### config.mk
export PLATFORM = sky130hd
export DESIGN_NAME = virq_ack_unit
export DESIGN_NICKNAME = d
export VERILOG_FILES = /design/src/rtl/virq_pkg.sv /design/src/rtl/virq_prio_gate.sv /design/src/rtl/virq_run_stack.sv /design/src/rtl/virq_retire.sv /design/src/rtl/virq_ack_unit.sv
export SDC_FILE = /design/constraint.sdc
export NUM_CORES = 1
export LEC_CHECK = 0
export BUFFER_PORTS_ARGS = -buffer_cell sky130_fd_sc_hd__buf_2
export CAP_MARGIN = 30
export CORE_AREA = 4 4 88 90
export DETAILED_ROUTE_END_ITERATION = 8
export DIE_AREA = 0 0 92 94
export HOLD_SLACK_MARGIN = 0.02
export PLACE_DENSITY = 0.83
export SLEW_MARGIN = 15
export SYNTH_ARGS = -nofsm -noshare
export SYNTH_HDL_FRONTEND = slang
export SYNTH_HIERARCHICAL = 1
export SYNTH_SLANG_ARGS = --single-unit
### constraint.sdc
create_clock -name clk -period 7.3 [get_ports clk]
set_input_delay 1.46 -clock clk [delete_from_list [all_inputs] [get_ports clk]]
set_output_delay 1.46 -clock clk [all_outputs]
set_load 0.03 [all_outputs]
### src/rtl/virq_pkg.sv
package virq_pkg;

  localparam int unsigned PRIO_W = 8;
  localparam int unsigned BP_W   = $clog2(PRIO_W);

  typedef logic [PRIO_W-1:0] prio_t;
  typedef logic [BP_W-1:0]   bp_t;

  typedef struct packed {
    prio_t pmask;
    bp_t   bp0;
    bp_t   bp1;
    logic  cbp;
    logic  g0_fiq;
    logic  ack_g1;
    logic  eoi_split;
    logic  en0;
    logic  en1;
  } vctl_t;

  // keep only the bits above the binary point
  function automatic prio_t group_part(prio_t p, bp_t bp);
    prio_t r;
    for (int i = 0; i < int'(PRIO_W); i++) begin
      r[i] = (i > int'(bp)) ? p[i] : 1'b0;
    end
    return r;
  endfunction

  function automatic bp_t bp_inc_sat(bp_t bp);
    return (bp == '1) ? bp : bp + BP_W'(1);
  endfunction

endpackage

### src/rtl/virq_prio_gate.sv
module virq_prio_gate
  import virq_pkg::*;
#(
  parameter int unsigned ID_W = 10
) (
  input  logic            clk,
  input  logic            rst_n,
  input  logic            hp_valid,
  input  logic [ID_W-1:0] hp_id,
  input  prio_t           hp_prio,
  input  logic            hp_grp,
  input  vctl_t           ctl,
  input  prio_t           run_prio,
  input  logic            stack_full,
  output logic            eligible,
  output logic            hidden,
  output logic            irq,
  output logic            fiq,
  output logic [ID_W-1:0] resp_id,
  output prio_t           cand_gprio
);

  localparam logic [ID_W-1:0] ID_NONE   = {ID_W{1'b1}};
  localparam logic [ID_W-1:0] ID_HIDDEN = ID_NONE - ID_W'(1);

  bp_t  bp_eff;
  logic grp_en;
  logic above_mask;
  logic preempts;

  always_comb begin
    if (hp_grp) bp_eff = ctl.cbp ? bp_inc_sat(ctl.bp0) : ctl.bp1;
    else        bp_eff = ctl.bp0;
    cand_gprio = group_part(hp_prio, bp_eff);
    grp_en     = hp_grp ? ctl.en1 : ctl.en0;
    above_mask = hp_prio < ctl.pmask;
    preempts   = cand_gprio < run_prio;
    eligible   = hp_valid && grp_en && above_mask && preempts && !stack_full;
    hidden     = eligible && hp_grp && !ctl.ack_g1;
    fiq        = eligible && !hp_grp && ctl.g0_fiq;
    irq        = eligible && (hp_grp || !ctl.g0_fiq);
    if (!eligible)   resp_id = ID_NONE;
    else if (hidden) resp_id = ID_HIDDEN;
    else             resp_id = hp_id;
  end

  a_r3_one_line: assert property (@(posedge clk) disable iff (!rst_n)
    $onehot0({irq, fiq}));

  a_r1_under_mask: assert property (@(posedge clk) disable iff (!rst_n)
    (irq || fiq) |-> (hp_valid && (hp_prio < ctl.pmask)));

  a_r2_group_enabled: assert property (@(posedge clk) disable iff (!rst_n)
    (irq || fiq) |-> (hp_grp ? ctl.en1 : ctl.en0));

  a_r4_hidden_id: assert property (@(posedge clk) disable iff (!rst_n)
    ((resp_id == ID_HIDDEN) && (hp_id != ID_HIDDEN)) |-> (irq && hp_grp && !ctl.ack_g1));

  a_r8_full_blocks: assert property (@(posedge clk) disable iff (!rst_n)
    stack_full |-> (!irq && !fiq && (resp_id == ID_NONE)));

endmodule

### src/rtl/virq_run_stack.sv
module virq_run_stack
  import virq_pkg::*;
#(
  parameter int unsigned DEPTH = 4
) (
  input  logic  clk,
  input  logic  rst_n,
  input  logic  push,
  input  logic  pop,
  input  prio_t push_gprio,
  output prio_t run_prio,
  output logic  full,
  output logic  empty
);

  localparam int unsigned CNT_W = $clog2(DEPTH + 1);

  logic [CNT_W-1:0]             sp_q;
  logic [CNT_W-1:0]             sp_d;
  logic [CNT_W-1:0]             wr_idx;
  logic                         pop_eff;
  logic [DEPTH-1:0]             we;
  logic [DEPTH-1:0][PRIO_W-1:0] ent_v;

  assign empty = (sp_q == '0);
  assign full  = (sp_q == CNT_W'(DEPTH));

  always_comb begin
    pop_eff = pop && !empty;
    wr_idx  = pop_eff ? sp_q - CNT_W'(1) : sp_q;
    sp_d    = sp_q;
    if (push && !pop_eff)      sp_d = sp_q + CNT_W'(1);
    else if (!push && pop_eff) sp_d = sp_q - CNT_W'(1);
  end

  always_ff @(posedge clk or negedge rst_n) begin
    if (!rst_n) sp_q <= '0;
    else        sp_q <= sp_d;
  end

  for (genvar g = 0; g < int'(DEPTH); g++) begin : g_ent
    prio_t ent_q;
    assign we[g] = push && (wr_idx == CNT_W'(g));
    always_ff @(posedge clk or negedge rst_n) begin
      if (!rst_n)     ent_q <= '1;
      else if (we[g]) ent_q <= push_gprio;
    end
    assign ent_v[g] = ent_q;
  end

  always_comb begin
    run_prio = '1;
    for (int i = 0; i < int'(DEPTH); i++) begin
      if (sp_q == CNT_W'(i + 1)) run_prio = ent_v[i];
    end
  end

  a_r8_bound: assert property (@(posedge clk) disable iff (!rst_n)
    sp_q <= CNT_W'(DEPTH));

  a_r8_no_overflow: assert property (@(posedge clk) disable iff (!rst_n)
    full |-> !(push && !pop));

  a_r6_strict_nesting: assert property (@(posedge clk) disable iff (!rst_n)
    push |-> (push_gprio < run_prio));

  a_r7_new_top: assert property (@(posedge clk) disable iff (!rst_n)
    push |=> (run_prio == $past(push_gprio)));

  a_r11_empty_pop: assert property (@(posedge clk) disable iff (!rst_n)
    (empty && pop && !push) |=> empty);

endmodule

### src/rtl/virq_retire.sv
module virq_retire #(
  parameter int unsigned ID_W = 10
) (
  input  logic            clk,
  input  logic            rst_n,
  input  logic            push,
  input  logic [ID_W-1:0] hp_id,
  input  logic            eoi_req,
  input  logic [ID_W-1:0] eoi_id,
  input  logic            dir_req,
  input  logic [ID_W-1:0] dir_id,
  input  logic            eoi_split,
  input  logic            stack_empty,
  output logic            pop,
  output logic            act_vld,
  output logic [ID_W-1:0] act_id,
  output logic            deact_vld,
  output logic [ID_W-1:0] deact_id
);

  logic            eoi_deact;
  logic            dir_deact;
  logic            deact_vld_d;
  logic [ID_W-1:0] deact_id_d;

  always_comb begin
    pop         = eoi_req && !stack_empty;
    eoi_deact   = pop && !eoi_split;
    dir_deact   = dir_req && eoi_split;
    deact_vld_d = eoi_deact || dir_deact;
    deact_id_d  = eoi_deact ? eoi_id : dir_id;
  end

  always_ff @(posedge clk or negedge rst_n) begin
    if (!rst_n) begin
      act_vld   <= 1'b0;
      deact_vld <= 1'b0;
    end else begin
      act_vld   <= push;
      deact_vld <= deact_vld_d;
    end
  end

  always_ff @(posedge clk or negedge rst_n) begin
    if (!rst_n)    act_id <= '0;
    else if (push) act_id <= hp_id;
  end

  always_ff @(posedge clk or negedge rst_n) begin
    if (!rst_n)           deact_id <= '0;
    else if (deact_vld_d) deact_id <= deact_id_d;
  end

  a_r7_activate: assert property (@(posedge clk) disable iff (!rst_n)
    push |=> (act_vld && (act_id == $past(hp_id))));

  a_r9_combined_eoi: assert property (@(posedge clk) disable iff (!rst_n)
    (eoi_req && !eoi_split && !stack_empty) |=> (deact_vld && (deact_id == $past(eoi_id))));

  a_r10_split_eoi: assert property (@(posedge clk) disable iff (!rst_n)
    (eoi_req && eoi_split && !dir_req) |=> !deact_vld);

  a_r10_split_dir: assert property (@(posedge clk) disable iff (!rst_n)
    (dir_req && eoi_split) |=> (deact_vld && (deact_id == $past(dir_id))));

  a_r11_dir_ignored: assert property (@(posedge clk) disable iff (!rst_n)
    (dir_req && !eoi_split && !eoi_req) |=> !deact_vld);

endmodule

### src/rtl/virq_ack_unit.sv
module virq_ack_unit
  import virq_pkg::*;
#(
  parameter int unsigned ID_W  = 10,
  parameter int unsigned DEPTH = 4
) (
  input  logic              clk,
  input  logic              rst_n,
  input  logic              hp_valid,
  input  logic [ID_W-1:0]   hp_id,
  input  logic [PRIO_W-1:0] hp_prio,
  input  logic              hp_grp,
  input  logic [PRIO_W-1:0] cfg_pmask,
  input  logic [BP_W-1:0]   cfg_bp0,
  input  logic [BP_W-1:0]   cfg_bp1,
  input  logic              cfg_cbp,
  input  logic              cfg_g0_fiq,
  input  logic              cfg_ack_g1,
  input  logic              cfg_eoi_split,
  input  logic              cfg_en0,
  input  logic              cfg_en1,
  input  logic              ack_req,
  input  logic              eoi_req,
  input  logic [ID_W-1:0]   eoi_id,
  input  logic              dir_req,
  input  logic [ID_W-1:0]   dir_id,
  output logic              irq,
  output logic              fiq,
  output logic [ID_W-1:0]   resp_id,
  output logic [PRIO_W-1:0] run_prio,
  output logic              act_vld,
  output logic [ID_W-1:0]   act_id,
  output logic              deact_vld,
  output logic [ID_W-1:0]   deact_id
);

  logic  rst_meta;
  logic  rst_sync_n;
  vctl_t ctl;
  logic  eligible;
  logic  hidden;
  logic  push;
  logic  pop;
  logic  stack_full;
  logic  stack_empty;
  prio_t cand_gprio;

  // asynchronous assert, synchronous release
  always_ff @(posedge clk or negedge rst_n) begin
    if (!rst_n) begin
      rst_meta   <= 1'b0;
      rst_sync_n <= 1'b0;
    end else begin
      rst_meta   <= 1'b1;
      rst_sync_n <= rst_meta;
    end
  end

  always_comb begin
    ctl.pmask     = cfg_pmask;
    ctl.bp0       = cfg_bp0;
    ctl.bp1       = cfg_bp1;
    ctl.cbp       = cfg_cbp;
    ctl.g0_fiq    = cfg_g0_fiq;
    ctl.ack_g1    = cfg_ack_g1;
    ctl.eoi_split = cfg_eoi_split;
    ctl.en0       = cfg_en0;
    ctl.en1       = cfg_en1;
  end

  assign push = ack_req && eligible && !hidden;

  virq_prio_gate #(.ID_W(ID_W)) u_gate (
    .clk        (clk),
    .rst_n      (rst_sync_n),
    .hp_valid   (hp_valid),
    .hp_id      (hp_id),
    .hp_prio    (hp_prio),
    .hp_grp     (hp_grp),
    .ctl        (ctl),
    .run_prio   (run_prio),
    .stack_full (stack_full),
    .eligible   (eligible),
    .hidden     (hidden),
    .irq        (irq),
    .fiq        (fiq),
    .resp_id    (resp_id),
    .cand_gprio (cand_gprio)
  );

  virq_run_stack #(.DEPTH(DEPTH)) u_stack (
    .clk        (clk),
    .rst_n      (rst_sync_n),
    .push       (push),
    .pop        (pop),
    .push_gprio (cand_gprio),
    .run_prio   (run_prio),
    .full       (stack_full),
    .empty      (stack_empty)
  );

  virq_retire #(.ID_W(ID_W)) u_retire (
    .clk         (clk),
    .rst_n       (rst_sync_n),
    .push        (push),
    .hp_id       (hp_id),
    .eoi_req     (eoi_req),
    .eoi_id      (eoi_id),
    .dir_req     (dir_req),
    .dir_id      (dir_id),
    .eoi_split   (cfg_eoi_split),
    .stack_empty (stack_empty),
    .pop         (pop),
    .act_vld     (act_vld),
    .act_id      (act_id),
    .deact_vld   (deact_vld),
    .deact_id    (deact_id)
  );

  a_r4_hidden_no_push: assert property (@(posedge clk) disable iff (!rst_sync_n)
    (ack_req && hidden) |=> !act_vld);

  a_r12_swap_keeps_depth: assert property (@(posedge clk) disable iff (!rst_sync_n)
    (push && pop) |=> (run_prio == $past(cand_gprio)));

endmodule

==> results.cfg <==
[setup_path]
r2r_cells = 16
rr_startpoint = u_stack/sp_q[2]$_DFFE_PN0P_
crit_start = cfg_bp0[0]
rrSetupSlack_ps = 1850
path_class = primary input to output pin
crit_fanout = 14
r2r_end = u_stack/g_ent[1].ent_q[2]$_DFFE_PN1P_
cp-endpoint = irq
required_ps = 5840
crit_path_end_kind = output pin
cp.arrival_ps = 4370
critPathLaunchType = primary input

[cts]
cts_resized = 0
postCtsSetupBuffers = 0
cts.sinks = 59
cts_buffers = 9
cts_root_buffer = clkbuf_8
ctsLongestPathBuffers = 2
clk_pin_slew_ps = 70
tritoncts = done
insertion_delay_ps = 340
h-tree-depth = 3
hold_buffers = 0

[synthesis]
yosys_warnings = 6
syn_inst = 356
synth_edf_count = 0
syn_area_per_cell_um2 = 10.5
synth-async-reset-ratio_pct = 100
synth_seq_cells = 59
synth_flop_cell = dfstp_2
ys_types = 61
ys_seq_area_share_pct = 40.6
syn_nets = 442
netlist_area_mm2 = 0.00373

[power]
total_power_w = 0.00180
powerDensity_mw_per_mm2 = 402
ir_drop_uv = 243
power.leakage_nw = 2.16

[sta]
slew_viol_final = 0
relSlewSlack_pct = 43.7
rsz0062_at_grt = false
fin_ws_ps = 1470
max_freq_mhz = 172
setup_viol = 0
hold_violations = 0
hold_ws_ps = 165
finClkSkew_ps = 10.4
post-route-period-util_pct = 79.8
tns_ps = 0
worstMarginPinSlew_ps = 839
min_period_ps = 5830

[grt]
grt_max_degree = 44
grt_overflow = 0
grt.total_usage_pct = 22.4
grt_pass1_wl_um = 15400
grt_antenna_before_repair = 0
grt_pass1_vias = 3267

[drt]
drtPass1Iterations = 5
route.detailed.wl_per_inst_um = 16.8
drt_iter0_drc = 136
via_count = 3260
drcViolationCount = 0
ant_nets = 0
via_per_inst = 5.83
routed_wl_um = 9410

[floorplanning]
die_h_um = 94
fp-row-count = 31
start_util_pct = 52.9
die_w_um = 92
design.portCount = 107
die_area_mm2 = 0.00865
fp.coreArea_mm2 = 0.00706

[outcome]
status = complete, no violations

[job]
maxCapViolCount = 0

[placed_design]
port_buffers = 106
gp_congestion = 0.922
dp_hpwl_um = 7020
dp_slack_ps = 1340

[layout]
insertedDiodeCount = 0
drive_above_1_share_pct = 47.2
syn_to_final_growth_pct = 20.2
nNetsFinal = 541

[worst_hold_path]
min_path_type = flop to asynchronous set/reset pin
[worst min-delay path by stage]
stage                              start                                to  slack (ps)  cells past startpoint
global placement    rst_sync_n$_DFF_PN0_        u_retire/act_vld$_DFF_PN0_         170                      0
global route        rst_sync_n$_DFF_PN0_  u_retire/deact_id[5]$_DFFE_PN0P_         200                      0
CTS                 rst_sync_n$_DFF_PN0_        u_retire/act_vld$_DFF_PN0_         180                      0
detailed placement  rst_sync_n$_DFF_PN0_        u_retire/act_vld$_DFF_PN0_         170                      0
floorplan             rst_meta$_DFF_PN0_              rst_sync_n$_DFF_PN0_         330                      0
finish              rst_sync_n$_DFF_PN0_  u_retire/deact_id[4]$_DFFE_PN0P_         160                      0
[kinds of logic after synthesis]
logic type,after synthesis,share of synthesized area (%)
and+or+nand+nor,96,16.6
AOI/OAI and AO/OA,78,15.6
DFF,59,40.6
buffers and inverters,54,6.30
muxes,44,13.2
adders and majority gates,21,7.04
other,2,0.201
xor gates and xnor gates,2,0.469
[routing by layer]
metal | global-route usage (%) | routed length (um)
met5 | 0 | 0
met2 | 35.5 | 4450
met3 | 6.97 | 823
met4 | 9.65 | 255
met1 | 28.4 | 3890
[metrics by stage]
step / utilization (%) / cells / instance area (um2)
after global placement: 60.8 / 543 / 4290
final: 63.6 / 559 / 4490
after global routing: 63.6 / 559 / 4490
after CTS: 63.6 / 559 / 4490
after floorplan: - / 356 / 3730
after detailed placement: 60.8 / 543 / 4290
[state kept, by name, indices dropped and copies added (netlist names)]
signal               flops
u_stack/g_ent.ent_q     32
u_retire/act_id         10
u_retire/deact_id       10
u_stack/sp_q             3
rst_meta                 1
rst_sync_n               1
u_retire/act_vld         1
u_retire/deact_vld       1
[worst max-delay path, stage by stage]
cell and delay (ps):
buf_2 120, ha_1 230, nand2_1 120, a31oi_1 90
o22ai_1 400, a31oi_1 310, ha_1 280, nor4b_2 230
nand2_1 130, nor3_4 500, and4_2 300, buf_2 190
[layout by cell type, fill, tap and decap left out, types with 2 or more instances in the layout]
cell type | synthesis | routed
nor4b_2 | 4 | 4
mux2i_1 | 2 | 2
a31oi_1 | 5 | 5
clkinvlp_4 | 0 | 3
a311o_1 | 9 | 9
inv_2 | 2 | 2
o22ai_1 | 12 | 12
and4_2 | 2 | 2
conb_1 | 2 | 2
o22ai_2 | 4 | 4
mux2_2 | 40 | 40
nor2_1 | 22 | 22
nor2b_1 | 5 | 5
o21ai_0 | 4 | 4
buf_2 | 5 | 106
and2b_1 | 2 | 2
dfrtp_1 | 27 | 26
mux2_1 | 2 | 2
dfstp_2 | 32 | 32
nor3b_1 | 3 | 3
nand2_1 | 15 | 15
o211ai_1 | 2 | 2
a21oi_1 | 21 | 21
a211oi_1 | 2 | 2
nand2b_1 | 2 | 2
clkbuf_8 | 0 | 9
ha_1 | 21 | 21
nand4_1 | 10 | 10
a221oi_1 | 7 | 7
inv_1 | 33 | 33
and3_1 | 9 | 9
nor4bb_1 | 7 | 7
nor3_1 | 3 | 3
[power by group]
group | total [W] | switching [W] | internal [W]
registers | 0.000559 | 0.0000784 | 0.000480
logic | 0.000952 | 0.000609 | 0.000343
clock network | 0.000291 | 0.000134 | 0.000157
total | 0.00180 | 0.000821 | 0.000981
[synthesized netlist by cell type (all sizes together), types with 2 or more instances]
cell    instances  area share, %
and3           10            1.7
a21oi          21            2.8
nor4bb          7            1.9
mux2i           2           0.54
and4bb          2           0.67
mux2           42             13
dfrtp          27             18
nand2          16            1.7
and4            2           0.54
nand2b          2           0.34
o211ai          2           0.40
nor3            4           0.84
a221oi          7            1.6
nor2b           5           0.84
nand4          10            1.7
buf            10            1.9
nor4b           5            1.8
and2b           2           0.40
nor2           22            2.2
o22ai          16            3.4
ha             21            7.0
a31oi           5           0.84
nor3b           3           0.60
a311o           9            2.4
o21ai           4           0.54
dfstp          32             23
a211oi          3           0.74
o31ai           2           0.54
inv            35            3.5
conb            2           0.20
clkbuf          9           0.90
[cell type report]
class                           count  area [um2]
Multi-Input combinational cell    243        1980
Inverter                           35         131
Timing Repair Buffer              107         538
Sequential cell                    59        1520
Tap cell                           99         124
Clock buffer                       10         128
Fill cell                         578        2570
Clock inverter                      6        66.3
Power figures use the tool's default switching activity.
